<file path="config.mk">
export PLATFORM = sky130hd
export DESIGN_NAME = sram_strobe_seq
export DESIGN_NICKNAME = d
export VERILOG_FILES = /design/src/rtl/sram_seq_pkg.sv /design/src/rtl/quarter_phase.sv /design/src/rtl/access_ctl.sv /design/src/rtl/strobe_dec.sv /design/src/rtl/sram_strobe_seq.sv
export SDC_FILE = /design/constraint.sdc
export NUM_CORES = 1
export LEC_CHECK = 0
export ABC_AREA = 1
export CORE_MARGIN = 2
export CORE_UTILIZATION = 45
export CTS_CLUSTER_DIAMETER = 100
export CTS_CLUSTER_SIZE = 25
export DETAILED_ROUTE_END_ITERATION = 12
export HOLD_SLACK_MARGIN = 0.1
export PLACE_DENSITY_LB_ADDON = 0.15
export SETUP_SLACK_MARGIN = 0.15
export SLEW_MARGIN = 20
export SYNTH_ARGS = -nofsm -noshare
export SYNTH_HDL_FRONTEND = slang
export SYNTH_SLANG_ARGS = --single-unit
</file>
<file path="constraint.sdc">
create_clock -name clk -period 6.09 [get_ports clk]
set_input_delay 0.609 -clock clk [delete_from_list [all_inputs] [get_ports clk]]
set_output_delay 0.609 -clock clk [all_outputs]
set_load 0.02 [all_outputs]
</file>
<file path="src/rtl/sram_seq_pkg.sv">
package sram_seq_pkg;

  localparam int RD_ON_TICK = 2;
  localparam int OE_ON_TICK = 4;

  function automatic int eff_ws(input int w);
    return (w < 2) ? 2 : w;
  endfunction

  // total access length in quarter ticks
  function automatic int len_ticks(input int w);
    return (w >= 8) ? 4 * (w + 3) : 4 * (w + 2);
  endfunction

  // tick at which the write strobe rises
  function automatic int we_on_tick(input int w);
    return (w >= 4) ? 5 : 3;
  endfunction

  // tick at which the write strobe falls
  function automatic int we_off_tick(input int w);
    return we_on_tick(w) + ((w >= 4) ? 4 * w - 2 : 4 * w);
  endfunction

  // tick at which the read strobe falls; capture happens on the edge ending the tick before
  function automatic int rd_off_tick(input int w);
    return 4 * w + 3;
  endfunction

endpackage

</file>
<file path="src/rtl/quarter_phase.sv">
module quarter_phase (
  input  logic       clk,
  input  logic       rst_n,
  output logic [1:0] qph_o,
  output logic       bound_o
);
  logic [1:0] qph_q;

  always_ff @(posedge clk or negedge rst_n) begin
    if (!rst_n) qph_q <= 2'd0;
    else        qph_q <= qph_q + 2'd1;
  end

  assign qph_o   = qph_q;
  assign bound_o = (qph_q == 2'd3);
endmodule

</file>
<file path="src/rtl/access_ctl.sv">
module access_ctl
  import sram_seq_pkg::*;
#(
  parameter int AW  = 16,
  parameter int DW  = 16,
  parameter int WSW = 4,
  parameter int CW  = WSW + 1,
  parameter int PW  = CW + 2
) (
  input  logic           clk,
  input  logic           rst_n,
  input  logic           bound,
  input  logic [1:0]     qph,
  input  logic           req,
  input  logic           wr,
  input  logic [WSW-1:0] ws_cfg,
  input  logic [AW-1:0]  addr,
  input  logic [DW-1:0]  wdata,
  output logic           busy_o,
  output logic           start_o,
  output logic           last_o,
  output logic [PW-1:0]  pos_o,
  output logic           is_wr_o,
  output logic [WSW-1:0] ws_o,
  output logic [PW-1:0]  len_o,
  output logic [PW-1:0]  we_on_o,
  output logic [PW-1:0]  we_off_o,
  output logic [PW-1:0]  rd_off_o,
  output logic [AW-1:0]  addr_o,
  output logic [DW-1:0]  wdata_o
);
  logic          busy_q, is_wr_q;
  logic [CW-1:0] cyc_q;
  logic [WSW-1:0] ws_q;
  logic [PW-1:0] len_q, we_on_q, we_off_q, rd_off_q;
  logic [AW-1:0] addr_q;
  logic [DW-1:0] wd_q;
  int            ew;

  assign ew      = eff_ws(int'(ws_cfg));
  assign pos_o   = {cyc_q, qph};
  assign last_o  = busy_q && (pos_o == len_q - PW'(1));
  assign start_o = bound && req && (!busy_q || last_o);

  always_ff @(posedge clk or negedge rst_n) begin
    if (!rst_n) begin
      busy_q   <= 1'b0;
      is_wr_q  <= 1'b0;
      cyc_q    <= '0;
      ws_q     <= WSW'(2);
      len_q    <= '0;
      we_on_q  <= '0;
      we_off_q <= '0;
      rd_off_q <= '0;
      addr_q   <= '0;
      wd_q     <= '0;
    end else if (start_o) begin
      busy_q   <= 1'b1;
      is_wr_q  <= wr;
      cyc_q    <= '0;
      ws_q     <= WSW'(ew);
      len_q    <= PW'(len_ticks(ew));
      we_on_q  <= PW'(we_on_tick(ew));
      we_off_q <= PW'(we_off_tick(ew));
      rd_off_q <= PW'(rd_off_tick(ew));
      addr_q   <= addr;
      wd_q     <= wdata;
    end else if (busy_q && bound) begin
      if (last_o) busy_q <= 1'b0;
      else        cyc_q  <= cyc_q + CW'(1);
    end
  end

  assign busy_o   = busy_q;
  assign is_wr_o  = is_wr_q;
  assign ws_o     = ws_q;
  assign len_o    = len_q;
  assign we_on_o  = we_on_q;
  assign we_off_o = we_off_q;
  assign rd_off_o = rd_off_q;
  assign addr_o   = addr_q;
  assign wdata_o  = wd_q;
endmodule

</file>
<file path="src/rtl/strobe_dec.sv">
module strobe_dec
  import sram_seq_pkg::*;
#(
  parameter int DW = 16,
  parameter int PW = 7
) (
  input  logic          clk,
  input  logic          rst_n,
  input  logic          busy,
  input  logic          is_wr,
  input  logic [PW-1:0] pos,
  input  logic [PW-1:0] len,
  input  logic [PW-1:0] we_on,
  input  logic [PW-1:0] we_off,
  input  logic [PW-1:0] rd_off,
  input  logic [DW-1:0] din,
  output logic          aa_o,
  output logic          rd_o,
  output logic          we_o,
  output logic          oe_o,
  output logic          done_o,
  output logic          cap_o,
  output logic [DW-1:0] rdata_o
);
  logic [DW-1:0] rdata_q;
  logic          wr_act, rd_act;

  assign wr_act = busy && is_wr;
  assign rd_act = busy && !is_wr;

  assign aa_o   = busy;
  assign we_o   = wr_act && (pos >= we_on) && (pos < we_off);
  assign oe_o   = wr_act && (pos >= PW'(OE_ON_TICK));
  assign rd_o   = rd_act && (pos >= PW'(RD_ON_TICK)) && (pos < rd_off);
  assign cap_o  = rd_act && (pos == rd_off - PW'(1));
  assign done_o = busy && (pos >= len - PW'(4));

  always_ff @(posedge clk or negedge rst_n) begin
    if (!rst_n)     rdata_q <= '0;
    else if (cap_o) rdata_q <= din;
  end

  assign rdata_o = rdata_q;
endmodule

</file>
<file path="src/rtl/sram_strobe_seq.sv">
module sram_strobe_seq
  import sram_seq_pkg::*;
#(
  parameter int AW  = 16,
  parameter int DW  = 16,
  parameter int WSW = 4
) (
  input  logic           clk,
  input  logic           rst_n,
  input  logic           req,
  input  logic           wr,
  input  logic [WSW-1:0] ws_cfg,
  input  logic [AW-1:0]  addr,
  input  logic [DW-1:0]  wdata,
  output logic           busy,
  output logic           done,
  output logic [DW-1:0]  rdata,
  output logic [AW-1:0]  mem_addr,
  output logic           mem_aa,
  output logic           mem_rd,
  output logic           mem_we,
  output logic           mem_oe,
  output logic [DW-1:0]  mem_dout,
  input  logic [DW-1:0]  mem_din
);
  localparam int CW = WSW + 1;
  localparam int PW = CW + 2;

  logic [1:0]     qph;
  logic           bound;
  logic           start_evt, last_evt, cap_evt, is_wr;
  logic [PW-1:0]  pos, len, we_on, we_off, rd_off;
  logic [WSW-1:0] ws_lat;

  quarter_phase u_ph (
    .clk(clk), .rst_n(rst_n), .qph_o(qph), .bound_o(bound)
  );

  access_ctl #(.AW(AW), .DW(DW), .WSW(WSW), .CW(CW), .PW(PW)) u_ctl (
    .clk(clk), .rst_n(rst_n), .bound(bound), .qph(qph),
    .req(req), .wr(wr), .ws_cfg(ws_cfg), .addr(addr), .wdata(wdata),
    .busy_o(busy), .start_o(start_evt), .last_o(last_evt), .pos_o(pos),
    .is_wr_o(is_wr), .ws_o(ws_lat), .len_o(len), .we_on_o(we_on),
    .we_off_o(we_off), .rd_off_o(rd_off), .addr_o(mem_addr), .wdata_o(mem_dout)
  );

  strobe_dec #(.DW(DW), .PW(PW)) u_dec (
    .clk(clk), .rst_n(rst_n), .busy(busy), .is_wr(is_wr), .pos(pos),
    .len(len), .we_on(we_on), .we_off(we_off), .rd_off(rd_off),
    .din(mem_din), .aa_o(mem_aa), .rd_o(mem_rd), .we_o(mem_we),
    .oe_o(mem_oe), .done_o(done), .cap_o(cap_evt), .rdata_o(rdata)
  );
endmodule


</file>
==> impl_results.rst, run 1 <==
.. list-table::
   :header-rows: 1

   * - Metric
     - Value
   * - Core region area
     - 8258 µm²
   * - Worst-path fanout max
     - 5
   * - Count of mapped cells out of synthesis
     - 465
   * - Setup Skew
     - 16.05 ps
   * - Most used cells in the layout excluding fill and tap cells
     - 180 x sky130_fd_sc_hd__nand2_1, 108 x sky130_fd_sc_hd__clkdlybuf4s50_1, 72 x sky130_fd_sc_hd__dfrtp_1
   * - Layout cell share with drive strength beyond 1
     - 0.08348
   * - Detailed Routing Iterations Pass 1
     - 4
   * - Peak supply drop
     - 91.20 µV
   * - Endpoint type of the worst setup path
     - output port
   * - GR Util All Layers
     - 0.1988
   * - Initial drt markers
     - 121
   * - Starting density of the core
     - 0.4644
   * - Buffer type at the clock tree root
     - sky130_fd_sc_hd__clkbuf_8
   * - Wire length of the first global-routing pass
     - 14,320 µm
   * - Wire length after detailed routing
     - 8798 µm
   * - CTS Sinks
     - 72
   * - Hold Violations, Final
     - 0
   * - Largest net degree at the start of global routing
     - 73
   * - Standard-cell row count
     - 33
   * - Post-detailed-route count of antenna-violating nets
     - 0
   * - Number of nets in the layout
     - 654
   * - Post_cts resized
     - 0
   * - Source of the worst register-to-register timing path
     - u_ctl.len_o[2]
   * - Horizontal die dimension
     - 96.32 µm
   * - Post-detailed-route wirelength per cell
     - 12.94 µm
   * - Register-to-Register Setup Slack
     - 3070 ps
   * - Leading cell type in the layout, fill and taps excluded
     - sky130_fd_sc_hd__nand2_1
   * - Final TNS setup
     - 0 ps
   * - CP startpoint
     - u_ctl.len_o[2]
   * - Mapped cell area
     - 3835 µm²
   * - Category of the critical setup timing path
     - reg2out
   * - Worst reg-to-reg path cell count
     - 12
   * - Power per cell area
     - 177.4 nW/µm²
   * - Area fraction of the dominant cell type after synthesis
     - 0.4698
   * - Classification of the worst-slack hold path
     - in2async
   * - Switching fraction of total power
     - 0.2302
   * - Avg Cell Area, Syn
     - 8.247 µm²
   * - Number of setup violations in the final report
     - 0
   * - Layout overhead on the synthesized area
     - 34.62%
   * - Syn. warnings
     - 0
   * - Status
     - complete, no violations
   * - Syn_nets
     - 549
   * - Area of the die
     - 9277 µm²
   * - Routability cong.
     - 0.8476
   * - Clock buffers created by TritonCTS
     - 9
   * - Clock network latency to the later pin of the worst-skew pair
     - 350 ps
   * - Share of total power in combinational logic
     - 0.062
   * - Max_slew headroom
     - 0.3992
   * - Number of different library cells in the post-synthesis netlist
     - 30
   * - Clock edge transition at the registers on the reported setup and hold paths
     - 80 ps
   * - Actual transition at the worst max-transition pin
     - 901.2 ps
   * - Internal power
     - 705.0 µW
   * - CTS hold repair buffers
     - 0
   * - Count of buffers added by post-CTS timing repair for setup
     - 0
   * - DRC viols
     - 0
   * - Seq cells post-synth
     - 72
   * - Dpl cell area
     - 4960 µm²
   * - Cells taking the most area after synthesis
     - sky130_fd_sc_hd__dfrtp_1 47%, sky130_fd_sc_hd__nand2_1 18%, sky130_fd_sc_hd__ha_1 9.1%
   * - Max-cap violations
     - 0
   * - Max Freq
     - 310.9 MHz
   * - Largest area contributor in the netlist
     - sky130_fd_sc_hd__dfrtp_1
   * - Unrepaired setup endpoints after global routing
     - false
   * - CTS tree
     - built
   * - Fill count
     - 728
   * - Final Critical Period
     - 3217 ps
   * - Number of buffers on the longest clock path
     - 2
   * - Net switching power
     - 210.8 µW
   * - End point of the critical path
     - done
   * - Critical Path Start Type
     - flip-flop
   * - Congestion Overflow GR
     - 0
   * - Vertical die dimension
     - 96.32 µm
   * - Endpoint of the most critical register-to-register path
     - u_ctl.we_on_o[1]
   * - Depth of the CTS H-tree
     - 3
   * - Sequential share of power
     - 0.522
   * - Data arrival time of the worst path
     - 2610 ps
   * - Antenna violations before repair
     - 0
   * - Via count of the first global-routing pass
     - 3,222
   * - Relative contribution of the clock network to total power
     - 0.417
   * - Vias
     - 3,332
   * - Critical Path RT
     - 5480 ps
   * - Share of the clock period used by the worst path
     - 0.5282
   * - Detailed Place HPWL
     - 6297 µm
   * - Number of port buffers
     - 109
   * - N_diodes
     - 0
   * - Total non-filler cell area in the finished layout
     - 5162 µm²
   * - Share of the yosys chip area belonging to registers
     - 0.4698
   * - Number of placed I/O pins
     - 110
   * - Vias/cell
     - 4.900
   * - Slew Viols, Final
     - 0
   * - Leakage power figure
     - 0.002477 µW
## cells in the mapped netlist, drive strengths merged
| library cell | count |
|---|---|
| nand2 | 192 |
| dfrtp | 72 |
| inv | 40 |
| ha | 28 |
| nor2 | 27 |
| o21ai | 21 |
| nand4 | 20 |
| nand3 | 19 |
| buf | 14 |
| a21oi | 11 |
| o31ai | 4 |
| xor2 | 4 |
| clkbuf | 3 |
| nor3 | 3 |
| o21a | 2 |
| xnor2 | 2 |
| a211oi | 1 |
| nor4 | 1 |
| o221ai | 1 |
## power by group through the flow
stage               clock network (µW)  registers, µW  logic, µW
floorplan                            0            487       9.66
global placement                     0            487       57.3
detailed placement                   0            487       57.4
CTS                                392            478       57.8
global route                       414            478       62.4
finish                             382            478       56.4
## critical path, stage by stage (launching register included)
cell and delay (ps):
sky130_fd_sc_hd__dfrtp_1 360, sky130_fd_sc_hd__inv_1 120, sky130_fd_sc_hd__ha_1 200, sky130_fd_sc_hd__nand2_1 70
sky130_fd_sc_hd__xor2_1 140, sky130_fd_sc_hd__ha_1 360, sky130_fd_sc_hd__nand4_1 120, sky130_fd_sc_hd__o221ai_1 170
sky130_fd_sc_hd__nor2_1 60, sky130_fd_sc_hd__nor2_1 80, sky130_fd_sc_hd__clkdlybuf4s50_1 600
## metrics by stage
step / power (µW) / util / worst slack [ps] / hold WS [ps] / cells
2_1_floorplan: 496.9 / - / 3769 / 313.4 / 465
3_3_place_gp: 544.5 / 0.6006 / 3217 / 453.4 / 664
3_5_place_dp: 544.6 / 0.6006 / 3091 / 458.6 / 664
4_1_cts: 927.7 / 0.6252 / 2847 / 480.9 / 680
5_1_grt: 954.3 / 0.6252 / 2674 / 510.6 / 680
6_report: 915.9 / 0.6252 / 2873 / 438.4 / 680
## state kept, by name, indices dropped and copies added (netlist names)
name            flops
u_ctl.we_off_o      4
u_ctl.busy_o        1
u_ctl.rd_off_o      4
u_ctl.wdata_o      16
u_ph.qph_o          2
u_ctl.addr_o       16
u_ctl.we_on_o       2
u_dec.rdata_o      16
u_ctl.is_wr_o       1
u_ctl.len_o         5
u_ctl.cyc_q         5
## layer usage
metal / routed length, µm / share of wire / up-vias / global-route usage
met5: 0 / 0 / - / 0
met4: 78 / 0.0089 / 0 / 0.07394
met3: 533 / 0.061 / 6 / 0.05168
met2: 4201 / 0.48 / 84 / 0.3218
met1: 3984 / 0.45 / 1543 / 0.2568
li1: - / - / 1699 / -
## cell type report
cell class	instances	area, µm²	area share
sequential	72	1802	0.3490
multi-input combinational	336	1775	0.3439
timing repair buffer	111	1101	0.2133
inverter	40	150.1	0.02908
tap	105	131.4	0.02545
clock buffer	9	123.9	0.02399
clock inverter	7	78.83	0.01527
## how the worst min path moves through the flow
stage | startpoint | endpoint | cells past startpoint
floorplan | rst_n | u_ctl.addr_o[0] | 0
global placement | u_dec.rdata_o[8] | u_dec.rdata_o[8] | 2
detailed placement | u_dec.rdata_o[10] | u_dec.rdata_o[10] | 2
CTS | u_dec.rdata_o[10] | u_dec.rdata_o[10] | 2
global route | u_ctl.we_off_o[6] | u_ctl.we_off_o[6] | 2
finish | rst_n | u_ph.qph_o[0] | 2
## cell families (layout without fill, tap and decap cells)
kind of cell / after synthesis / count (layout) / synth area share
flip-flops: 72 / 72 / 0.4698
AO/OA/AOI/OAI: 40 / 40 / 0.05873
buffers and inverters: 57 / 167 / 0.06721
XOR/XNOR: 6 / 6 / 0.01566
AND/OR/NAND/NOR: 262 / 262 / 0.2972
adder cells (fa/ha/maj): 28 / 28 / 0.09136
No activity file was read; power rests on OpenSTA's default activity.
==> inputs of run 2 (changes only) <==
==> constraint.sdc (replaced) <==
create_clock -name clk -period 3 [get_ports clk]
set_input_delay 0.3 -clock clk [delete_from_list [all_inputs] [get_ports clk]]
set_output_delay 0.3 -clock clk [all_outputs]
set_load 0.02 [all_outputs]
==> impl_results.rst, run 2 (same netlist as run 1, synthesis figures left out) <==
.. list-table::
   :header-rows: 1

   * - Metric
     - Value
   * - Status
     - complete, no violations
   * - Setup Skew
     - 4.605 ps (-11.44 ps)
   * - Dpl cell area
     - 4987 µm² (+0.55%)
   * - Layout cell share with drive strength beyond 1
     - 0.08651 (+0.003027)
   * - Via count of the first global-routing pass
     - 3,260 (+1.2%)
   * - Worst-path fanout max
     - 3 (-2)
   * - Antenna violations before repair
     - 0 (unchanged)
   * - Initial drt markers
     - 123 (+1.7%)
   * - Slowest cell on the critical path
     - sky130_fd_sc_hd__clkdlybuf4s50_1
   * - Peak supply drop
     - 257.3 µV (+180%)
   * - Number of cells traversed by the worst hold path
     - 3
   * - Clock network latency to the later pin of the worst-skew pair
     - 350 ps (about the same)
   * - Depth of the CTS H-tree
     - 3 (unchanged)
   * - Detailed Routing Iterations Pass 1
     - 4 (unchanged)
   * - Share of total power in combinational logic
     - 0.063 (about the same)
   * - DRC viols
     - 0 (unchanged)
   * - Unrepaired setup endpoints after global routing
     - false
   * - Endpoint type of the worst setup path
     - output port
   * - Internal power
     - 1424 µW (+100%)
   * - Wire length after detailed routing
     - 9197 µm (+4.5%)
   * - Post-detailed-route wirelength per cell
     - 13.47 µm (+4.1%)
   * - Data arrival time of the worst path
     - 2380 ps (-230 ps)
   * - Number of buffers on the longest clock path
     - 2 (unchanged)
   * - Vertical die dimension
     - 96.32 µm (unchanged)
   * - Post-placement setup slack
     - 463.4 ps (-2627 ps)
   * - Leakage power figure
     - 0.002513 µW (+1.4%)
   * - CTS tree
     - built
   * - Max-cap violations
     - 0 (unchanged)
   * - Share of the clock period used by the worst path
     - 0.8928
   * - Standard-cell row count
     - 33 (unchanged)
   * - Vias/cell
     - 4.912 (+0.25%)
   * - Power per cell area
     - 358.0 nW/µm² (+100%)
   * - Detailed Place HPWL
     - 6728 µm (+6.8%)
   * - Number of setup violations in the final report
     - 0 (unchanged)
   * - Most used cells in the layout excluding fill and tap cells
     - 180 x sky130_fd_sc_hd__nand2_1, 106 x sky130_fd_sc_hd__clkdlybuf4s50_1, 72 x sky130_fd_sc_hd__dfrtp_1
   * - N_diodes
     - 0 (unchanged)
   * - Worst Hold Margin
     - 470.8 ps (+32.37 ps)
   * - Clock edge transition at the registers on the reported setup and hold paths
     - 80 ps (about the same)
   * - Horizontal die dimension
     - 96.32 µm (unchanged)
   * - Cell with the most instances on the worst path
     - sky130_fd_sc_hd__nand2_1
   * - Final Critical Period
     - 2679 ps
   * - Worst stage delay on the critical path
     - 640 ps (+40 ps)
   * - Congestion Overflow GR
     - 0 (unchanged)
   * - Number of nets in the layout
     - 657 (+0.46%)
   * - Critical Path RT
     - 2700 ps (-2780 ps)
   * - Category of the critical setup timing path
     - reg2out
   * - CTS Sinks
     - 72 (unchanged)
   * - Routability cong.
     - 0.8655 (+2.1%)
   * - Actual transition at the worst max-transition pin
     - 582.1 ps (-319.1 ps)
   * - Buffer type at the clock tree root
     - sky130_fd_sc_hd__clkbuf_8
   * - Worst reg-to-reg path cell count
     - 12 (unchanged)
   * - Classification of the worst-slack hold path
     - in2reg
   * - Total non-filler cell area in the finished layout
     - 5192 µm² (+0.58%)
   * - Largest net degree at the start of global routing
     - 48 (-34%)
   * - Critical Path Start Type
     - flip-flop
   * - Sequential share of power
     - 0.522 (about the same)
   * - Switching fraction of total power
     - 0.2338 (+0.003547)
   * - Number of placed I/O pins
     - 110 (unchanged)
   * - Leading cell type in the layout, fill and taps excluded
     - sky130_fd_sc_hd__nand2_1
   * - Wire length of the first global-routing pass
     - 15,080 µm (+5.3%)
   * - Max Freq
     - 373.3 MHz
   * - Vias
     - 3,355 (+0.69%)
   * - Core region area
     - 8258 µm² (unchanged)
   * - Relative contribution of the clock network to total power
     - 0.416 (about the same)
   * - Final TNS setup
     - 0 ps (unchanged)
   * - Post-detailed-route count of antenna-violating nets
     - 0 (unchanged)
   * - Ordered cell list for the critical path
     - inv_1 > ha_1 > a21oi_1 > nand2_1 > nand4_1 > nand2_1 > a211oi_1 > clkdlybuf4s50_1
   * - Slew Viols, Final
     - 0 (unchanged)
   * - Hold Violations, Final
     - 0 (unchanged)
   * - Clock buffers created by TritonCTS
     - 9 (unchanged)
   * - Worst Setup Slack, final
     - 321.5 ps (-2552 ps)
   * - GR Util All Layers
     - 0.2086 (+0.009815)
   * - Layout overhead on the synthesized area
     - 35.40%
   * - Area of the die
     - 9277 µm² (unchanged)
   * - Starting density of the core
     - 0.4644 (unchanged)
   * - Number of port buffers
     - 109 (unchanged)
   * - Max_slew headroom
     - 0.6119 (+0.2127)
   * - Net switching power
     - 434.5 µW (+110%)
   * - Register-to-Register Setup Slack
     - 590 ps (-2480 ps)
## run 2: changes by cell type in the layout (fill, tap and decap cells not counted)
cell / previous run / this run
sky130_fd_sc_hd__clkinv_2: 1 / 3
sky130_fd_sc_hd__inv_8: 1 / 0
sky130_fd_sc_hd__clkdlybuf4s50_1: 108 / 106
sky130_fd_sc_hd__dlygate4sd2_1: 0 / 1
sky130_fd_sc_hd__dlygate4sd3_1: 0 / 1
sky130_fd_sc_hd__buf_12: 0 / 1
sky130_fd_sc_hd__clkinvlp_4: 2 / 1
sky130_fd_sc_hd__buf_4: 2 / 3
sky130_fd_sc_hd__dlymetal6s2s_1: 0 / 1
## run 2: path summary, 6_finish.rpt
path / startpoint / endpoint
worst max-delay path: u_ctl.rd_off_o[2] / mem_we
worst min-delay path: addr[2] / u_ctl.addr_o[2]
worst max register to register: u_ctl.len_o[2] / u_ctl.wdata_o[5]
worst min register to register: u_ctl.addr_o[12] / u_ctl.addr_o[12]
max in group asynchronous: rst_n / u_ctl.addr_o[4]
min in group asynchronous: rst_n / u_ph.qph_o[0]
## run 2: repair_timing
action                                 4_1_cts  5_1_grt
setup endpoints to repair                    1        1
resized for setup                            1        1
hold buffers                                 1        0
endpoints found under the hold margin       24        0
setup buffers                                0        0
## run 2: layer usage
metal | global-route usage | vias up | wire, µm
li1 | - | 1707 | -
met1 | 0.2795 | 1540 | 4230
met2 | 0.3368 | 97 | 4340
met3 | 0.05247 | 11 | 523
met4 | 0.05869 | 0 | 103
met5 | 0 | - | 0
## run 2: cell type report
cell class | count | area, µm²
timing repair buffer | 114 | 1140
clock buffer | 9 | 123.9
fill | 705 | 3065
tap | 105 | 131.4
sequential | 72 | 1802
multi-input combinational | 336 | 1775
clock inverter | 7 | 70.07
inverter | 40 | 150.1
## run 2: power groups by stage
stage / Combinational, µW / Sequential (µW) / Clock, µW
after CTS: 118 / 969 / 795
after global routing: 129 / 970 / 839
after global placement: 115 / 989 / 0
final: 116 / 969 / 773
after detailed placement: 117 / 989 / 0
after floorplan: 19.6 / 989 / 0
## run 2: metrics by stage
stage	total power, µW	instances	util
after floorplan	1009	465	-
after CTS	1883	683	0.6285
after detailed placement	1106	666	0.6039
final	1859	683	0.6288
after global routing	1938	683	0.6288
after global placement	1104	666	0.6039
## run 2: critical path, delay by kind of cell, from the launching register on
| kind | cells | cell delay [ps] |
|---|---|---|
| AND/OR/NAND/NOR | 3 | 260 |
| AO/OA/AOI/OAI | 2 | 290 |
| adder cells (fa/ha/maj) | 1 | 320 |
| buffers and inverters | 2 | 730 |
| flip-flops | 1 | 430 |
